===== src/rtl/bridge_fault_inj.sv =====
module bridge_fault_inj #(
  parameter int W  = 16,
  parameter int IW = (W > 1) ? $clog2(W) : 1
) (
  input  logic [W-1:0]  net_a_i,
  input  logic [W-1:0]  net_b_i,
  input  logic [IW-1:0] pair_sel_i,
  input  logic [2:0]    mode_i,
  input  logic          enable_i,
  output logic [W-1:0]  net_a_o,
  output logic [W-1:0]  net_b_o,
  output logic          bridge_active_o
);
  localparam logic [2:0] MODE_NONE  = 3'b000;
  localparam logic [2:0] MODE_WAND  = 3'b001;
  localparam logic [2:0] MODE_WOR   = 3'b010;
  localparam logic [2:0] MODE_A_DOM = 3'b011;
  localparam logic [2:0] MODE_B_DOM = 3'b100;

  logic a_bit, b_bit, a_fault, b_fault, hit;

  assign hit   = enable_i && (32'(pair_sel_i) < W);
  assign a_bit = net_a_i[pair_sel_i];
  assign b_bit = net_b_i[pair_sel_i];

  always_comb begin
    a_fault = a_bit;
    b_fault = b_bit;
    case (mode_i)
      MODE_WAND:  begin a_fault = a_bit & b_bit; b_fault = a_bit & b_bit; end
      MODE_WOR:   begin a_fault = a_bit | b_bit; b_fault = a_bit | b_bit; end
      MODE_A_DOM: b_fault = a_bit;
      MODE_B_DOM: a_fault = b_bit;
      MODE_NONE:  ;
      default:    ;
    endcase
  end

  for (genvar i = 0; i < W; i++) begin : g_bit
    wire sel_here = hit && (32'(pair_sel_i) == i);
    assign net_a_o[i] = sel_here ? a_fault : net_a_i[i];
    assign net_b_o[i] = sel_here ? b_fault : net_b_i[i];
  end

  assign bridge_active_o = hit && ((a_fault ^ a_bit) | (b_fault ^ b_bit));
endmodule


===== config.mk =====
export PLATFORM = sky130hd
export DESIGN_NAME = bridge_fault_inj
export DESIGN_NICKNAME = d
export VERILOG_FILES = /design/src/rtl/bridge_fault_inj.sv
export SDC_FILE = /design/constraint.sdc
export NUM_CORES = 1
export LEC_CHECK = 0
export CAP_MARGIN = 25
export CELL_PAD_IN_SITES_DETAIL_PLACEMENT = 1
export CELL_PAD_IN_SITES_GLOBAL_PLACEMENT = 1
export CORE_ASPECT_RATIO = 0.8
export CORE_MARGIN = 8
export CORE_UTILIZATION = 25
export DETAILED_ROUTE_END_ITERATION = 6
export PLACE_DENSITY_LB_ADDON = 0.1
export SLEW_MARGIN = 20
export SYNTH_ARGS = -nofsm -noshare
export SYNTH_HDL_FRONTEND = slang
export SYNTH_SLANG_ARGS = --single-unit

===== constraint.sdc =====
create_clock -name vclk -period 8.6
set_input_delay 2.58 -clock vclk [all_inputs]
set_output_delay 2.58 -clock vclk [all_outputs]
set_load 0.1 [all_outputs]

==> results summary, run 1 <==
The row count is 20. The fraction of the yosys area taken by sequential cells is 0%. The initial antenna violation count came out at 0. The die width came out at between 80 and 90 um. The overall track demand over capacity in global routing is between 10% and 20%. The total negative setup slack is 0 ps. The number of resized instances in the post-cts repair step came out at 0. Max-cap violations in this run came to 0.

The number of antenna diodes is 0. The total number of nets in the final design came out at 250. The storage element area is 0 um^2. The required time reported for the critical path endpoint came out at between 6000 and 7000 ps. The mapped cell area came out at about 970 um^2. The min-delay analysis places its worst path in the category primary input to output port.

The maximum cell stage delay along the critical path came out at slightly above 700 ps. The average routed wire per standard cell came out at about 18 um. During placement, the flow inserted port buffers numbering 73. The routability congestion estimate came out at around 0.85. The residual DRC count is 0. The library cell occupying the most area in the post-synthesis netlist is mux2_2.

The maximum number of pins on one net before global-route repair is 19. The buffer count from post-CTS setup fixing is 0. STA classifies the critical path endpoint as an output port. For the pin with the worst max-slew slack, the measured transition is 983 ps. The part of the cycle the worst path needs came out at roughly 94%.

The post-synthesis to final-layout area growth came out at 113%. The hold-fix buffer count after cts is 0. STA classifies the critical path startpoint as a primary input. The iteration-0 DRC count of the detailed router is 33. Tracing the worst setup path back leads to its startpoint at pair_sel_i[0]. The final-report hold violation count is 0. The worst slack on hold paths came out at about 6000 ps. The global-route wire length before repair is around 8000 um. The count of buffering cells on the critical path with inverters included came out at 4.

After global routing the overflow that remains totals 0. For this block, the routed nets add up to 4800 um of wire. The post-synthesis cell count came out at ~140. In this run the worst setup path terminates at net_b_o[6].

The mean area per synthesized cell is ~6.9 um^2. The tightest slew margin relative to the limit is 34.3%. Sorting the synthesized cells by area gives the leading types as mux2_2 (16%), mux2i_1 (14%), nor2_1 (10%). The area share of the leading cell type in the synthesized netlist came out at between 10% and 20%. Dividing total power by cell area gives a power density of a little under 100 nW/um^2. The die covers just over 6000 um^2. Across the VDD grid, the largest voltage drop is 0.0477 mV. The number of stages on the worst hold path came out at 4. Using the TritonRoute via totals, the vias-per-cell ratio works out to about 5. The synthesized netlist contains 34 unique library cells.

The number of failing setup endpoints in the final timing report is 0. The total of clock buffers placed in the layout came out at 0. The number of detailed-routing iterations run before antenna repair came out at 4. The biggest fanout along the worst timing path is 9. The die boundary height came out at ~72 um. The core region is about 3800 um^2. The initial core utilization came out at 25.8%. The setup path with the least slack is of type primary input to output port.

The synthesized net count is 181. The timing-limited maximum frequency came out at ~120 MHz. The fraction of final layout cells sized beyond drive strength 1 came out at between 20% and 30%. Setup repair after global routing left no endpoint under its margin.

The run finished with clean final reports. The leakage component of the power is approximately 0.84 nW. By instance count, the cell type seen most on the critical path is buf_4. The worst path needs between 8000 and 9000 ps of the cycle, external delays included. The via count is 1351. Counting buffers and inverters, the worst setup path is 9 cells deep. The final-report max-slew violation count came out at 0. The number of global-route vias before repair was 1488. The final sequential cell count is 0. The worst slack at placement came out at roughly 550 ps. The count of antenna-violating nets left after detailed routing is 0. Among cell families on the critical path, the largest total delay comes from buffers and inverters. The Yosys step of the flow raised 0 warnings. In the post-route analysis, the smallest setup slack over all paths is about 520 ps. The critical path goes through clkdlybuf4s50_1 > buf_4 > mux2i_1 > mux4_2 > o22ai_1 > a31oi_1 > buf_4 > a21oi_1 > buf_12. STA puts the critical path data arrival time at around 5500 ps. The wire-length estimate of the detail-placed layout is roughly 4100 um.

The total power after layout is approximately 200 uW. In this run the count of I/O pins placed on the die edge is 73. The slowest stage of the critical path belongs to the cell clkdlybuf4s50_1.
-- metal layers --
| layer | global-route usage, % | routed length (um) | vias to the layer above |
|---|---|---|---|
| met1 | 17.9 | 2070 | 649 |
| met3 | 3.54 | 312 | 4 |
| met4 | 1.55 | 41 | 0 |
| met5 | 0 | 0 | - |
| li1 | - | - | 653 |
| met2 | 27.5 | 2380 | 45 |
-- synthesized netlist by cell type, types with 2 or more instances --
library cell and count:
buf_4 2, or3_1 4, nand3b_1 3, o21ai_1 2, xor2_1 2, a31oi_1 4, nor2_1 27, nor2b_1 4
mux4_2 3, o21ai_0 2, nand3_1 3, clkbuf_1 5, mux2_2 14, nand2_1 12, mux2_1 3, a21oi_1 13
inv_1 2, nand2b_1 5, o22ai_1 3, mux2i_1 14
-- how the worst min path moves through the flow --
stage,end,startpoint
finish,net_a_o[0],net_a_i[0]
global route,net_a_o[0],net_a_i[0]
CTS,net_a_o[0],net_a_i[0]
detailed placement,net_a_o[0],net_a_i[0]
global placement,net_b_o[4],net_b_i[4]
floorplan,bridge_active_o,enable_i
-- per-stage QoR --
step / std cells / utilization (%) / area, um^2
final: 263 / 55.0 / 2080
after global routing: 263 / 55.0 / 2080
after CTS: 263 / 55.0 / 2080
after detailed placement: 263 / 55.0 / 2080
after global placement: 263 / 55.0 / 2080
after floorplan: 141 / - / 975
-- worst min-delay path: stages --
cell	delay [ps]
clkdlybuf4s50_1	440
nand2_1	70
nand2_1	80
buf_12	170
-- final cells by class --
cell class                      instances  area (um^2)
Tap cell                               55         68.8
Fill cell                             433         1700
Timing Repair Buffer                   76         1080
Multi-Input combinational cell        129          913
Inverter                                3         11.3
-- placed cells by master, fill, tap and decap left out, types with 2 or more instances in the layout --
master	n
a21oi_1	13
a31oi_1	4
buf_12	33
buf_4	3
clkdlybuf4s50_1	40
inv_1	2
mux2_1	3
mux2_2	14
mux2i_1	14
mux4_2	3
nand2_1	12
nand2b_1	5
nand3_1	3
nand3b_1	3
nor2_1	27
nor2b_1	4
o21ai_0	2
o21ai_1	2
o22ai_1	3
or3_1	4
xor2_1	2
-- power by group --
part           switching, mW  total (mW)  internal [mW]
combinational          0.125       0.201         0.0761
clock                      0           0              0
sequential                 0           0              0
-- cells by family (layout without fill, tap and decap cells) --
| family | count (synthesis) | in the layout | synth area share, % |
|---|---|---|---|
| xor gates and xnor gates | 3 | 3 | 2.70 |
| buffers and inverters | 12 | 79 | 6.29 |
| and+or+nand+nor | 60 | 60 | 28.9 |
| muxes | 34 | 34 | 40.9 |
| AOI/OAI and AO/OA | 32 | 32 | 21.2 |
Power figures use the tool's default switching activity.
==> run 2, diff against run 1 <==
--- a/config.mk
+++ b/config.mk
@@ -12,7 +12,7 @@
 export CORE_MARGIN = 8
 export CORE_UTILIZATION = 25
 export DETAILED_ROUTE_END_ITERATION = 6
-export PLACE_DENSITY_LB_ADDON = 0.1
+export PLACE_DENSITY_LB_ADDON = 0.08
 export SLEW_MARGIN = 20
 export SYNTH_ARGS = -nofsm -noshare
 export SYNTH_HDL_FRONTEND = slang
==> run 2 against run 1 <==
Net effect: worst setup slack got worse by 24 ps; via count fell by 1.9%; fmax fell by 0.29%; total power barely moved; worst hold slack improved by 6.6 ps.
==> results summary, run 2 (same netlist as run 1, synthesis figures left out) <==
The flow ran to the end, and the final reports show no timing, DRC or antenna violations. The number of buffer cells added on primary ports is 73 (unchanged). The final-report hold violation count came out at 0 (unchanged). The leakage component of the power was 0.833 nW (-0.57%).

The count of antenna-violating nets left after detailed routing is 0 (unchanged). The utilization after layout is 54.8% (-0.20 points). The maximum number of pins on one net before global-route repair is 19 (unchanged). The total number of nets in the final design is 249 (-0.40%). The max-cap violation count is 0 (unchanged). The total congestion overflow after global routing came out at 0 (unchanged). In the layout the commonest cells are clkdlybuf4s50_1 (40), buf_12 (33), nor2_1 (27), mux2i_1 (14), mux2_2 (14). The worst hold path begins at net_b_i[12]. The post-route minimum period is 8100 ps (+23.5 ps).

The hold-critical path endpoint is net_b_o[12]. The maximum vdd drop came out at 0.0480 mV (+0.49%). The storage element area came out at 0 um^2 (unchanged). The path class of the tightest hold or removal check is primary input to output port.

The number of failing setup endpoints in the final timing report is 0 (unchanged). The worst setup path is captured at an output port. The post-synthesis to final-layout area growth came out at 112%. Setup repair after global routing left no endpoint under its margin.

The data arrival time of the critical path came out at 5520 ps (+20 ps). The timing-limited maximum frequency is 123 MHz (-0.29%). The biggest fanout along the worst timing path is 13 (+4). The worst setup path is launched from a primary input. The hold-fix buffer count after cts is 0 (unchanged). The filler cell count is 454 (+4.8%). The row count came out at 20 (unchanged). The final HPWL from detailed placement is 4090 um (-1.4%). The post-route standard cell area excluding fillers came out at 2070 um^2 (-0.36%). The required time reported for the critical path endpoint is 6020 ps (about the same).

The placeable core area was 3780 um^2 (unchanged). The number of antenna diodes is 0 (unchanged). The multi-input logic area is 913 um^2 (unchanged). The initial core utilization was 25.8% (unchanged). The average routed wire per standard cell is 18.2 um (-0.20%). The number of stages on the worst hold path is 4 (unchanged). The buffer count from post-CTS setup fixing came to 0 (unchanged). The total power after layout came out at 201 uW (about the same). The boundary pin count came out at 73 (unchanged).

The clock power share is 0% (unchanged). The ratio of routed vias to standard cells is 5.06 (-1.5%). The relative contribution of combinational cells to total power is 100.0% (about the same). The total negative setup slack is 0 ps (unchanged). The total of clock buffers placed in the layout came out at 0 (unchanged). The total wirelength of the detailed-routed design came out at 4780 um (-0.58%).

The routability congestion estimate came out at 0.809 (-4.7%). The final sequential cell count came out at 0 (unchanged). The part of the cycle the worst path needs is 94.2% (+0.27 points). The die boundary height came to 71.8 um (unchanged).

The fraction of final layout cells sized beyond drive strength 1 is 27.1% (-0.35 points). The critical path launch point is pair_sel_i[0]. The total power divided by cell area was 96.9 nW/um^2 (+0.28%).

The global-route wire length before repair came out at 7880 um (+1.3%). The die area came out at 6170 um^2 (unchanged). The die width is 85.8 um (unchanged). The net switching component of the power came out at 125 uW (+0.11%). The setup path with the least slack is of type primary input to output port.

The cell-internal power is 75.8 uW (-0.39%). The number of resized instances in the post-cts repair step came out at 0 (unchanged). The switching share of total power came out at 62.2% (+0.12 points). The number of detailed-routing iterations run before antenna repair is 3 (-1). The final-report max-slew violation count is 0 (unchanged). The actual slew at the worst max-slew pin came out at 868 ps (-115 ps). The iteration-0 DRC count of the detailed router is 70 (+110%). The overall track demand over capacity in global routing was 15.3% (+0.18 points).

The residual DRC count is 0 (unchanged). The instance area after placement is 2070 um^2 (-0.36%). The initial antenna violation count is 0 (unchanged).

The relative contribution of sequential cells to total power came out at 0% (unchanged). The tightest slew margin relative to the limit was 42.0% (+7.7 points). The number of global-route vias before repair is 1493 (+0.34%). The library cell used most frequently in the layout, excluding fill and tap cells, is clkdlybuf4s50_1. The worst slack on hold paths came out at 5930 ps (+6.62 ps). The via count is 1326 (-1.9%).
==> run 2: changes by cell type in the layout (fill, tap and decap cells not counted) <==
cell   previous run  this run
buf_4             3         2
==> run 2: routing by layer <==
layer	vias to the layer above	wire length, um	global-route usage, %
met1	632	2120	18.5
met5	-	0	0
met2	42	2360	28.3
met4	0	0	0
li1	652	-	-
met3	0	292	3.31
==> run 2: worst max-delay path by stage <==
stage                       to  slack, ps
2_1_floorplan  bridge_active_o        130
3_3_place_gp        net_b_o[4]        630
3_5_place_dp        net_b_o[6]        480
4_1_cts             net_b_o[6]        470
5_1_grt             net_b_o[6]        300
6_report            net_b_o[6]        500
==> run 2: power groups by stage <==
stage	registers (mW)	clock network [mW]	logic [mW]
finish	0	0	0.201
global route	0	0	0.209
CTS	0	0	0.202
detailed placement	0	0	0.201
global placement	0	0	0.198
floorplan	0	0	0.121
==> run 2: final cells by class <==
class	instances	share of cell area, %
inverters	3	0.544
multi-input cells	129	44.1
well taps	55	3.33
repair buffers	75	52.0
==> run 2: critical path, cell delays in order <==
cell and delay [ps]:
clkdlybuf4s50_1 730, buf_4 310, mux2i_1 210, mux4_2 310, o22ai_1 100, a31oi_1 640
buf_4 300, a21oi_1 130, buf_12 190
==> run 2: through the flow <==
stage | worst slack, ps | instances
6_report | 496 | 262
5_1_grt | 296 | 262
3_5_place_dp | 482 | 262
4_1_cts | 475 | 262
2_1_floorplan | 126 | 141
3_3_place_gp | 625 | 262
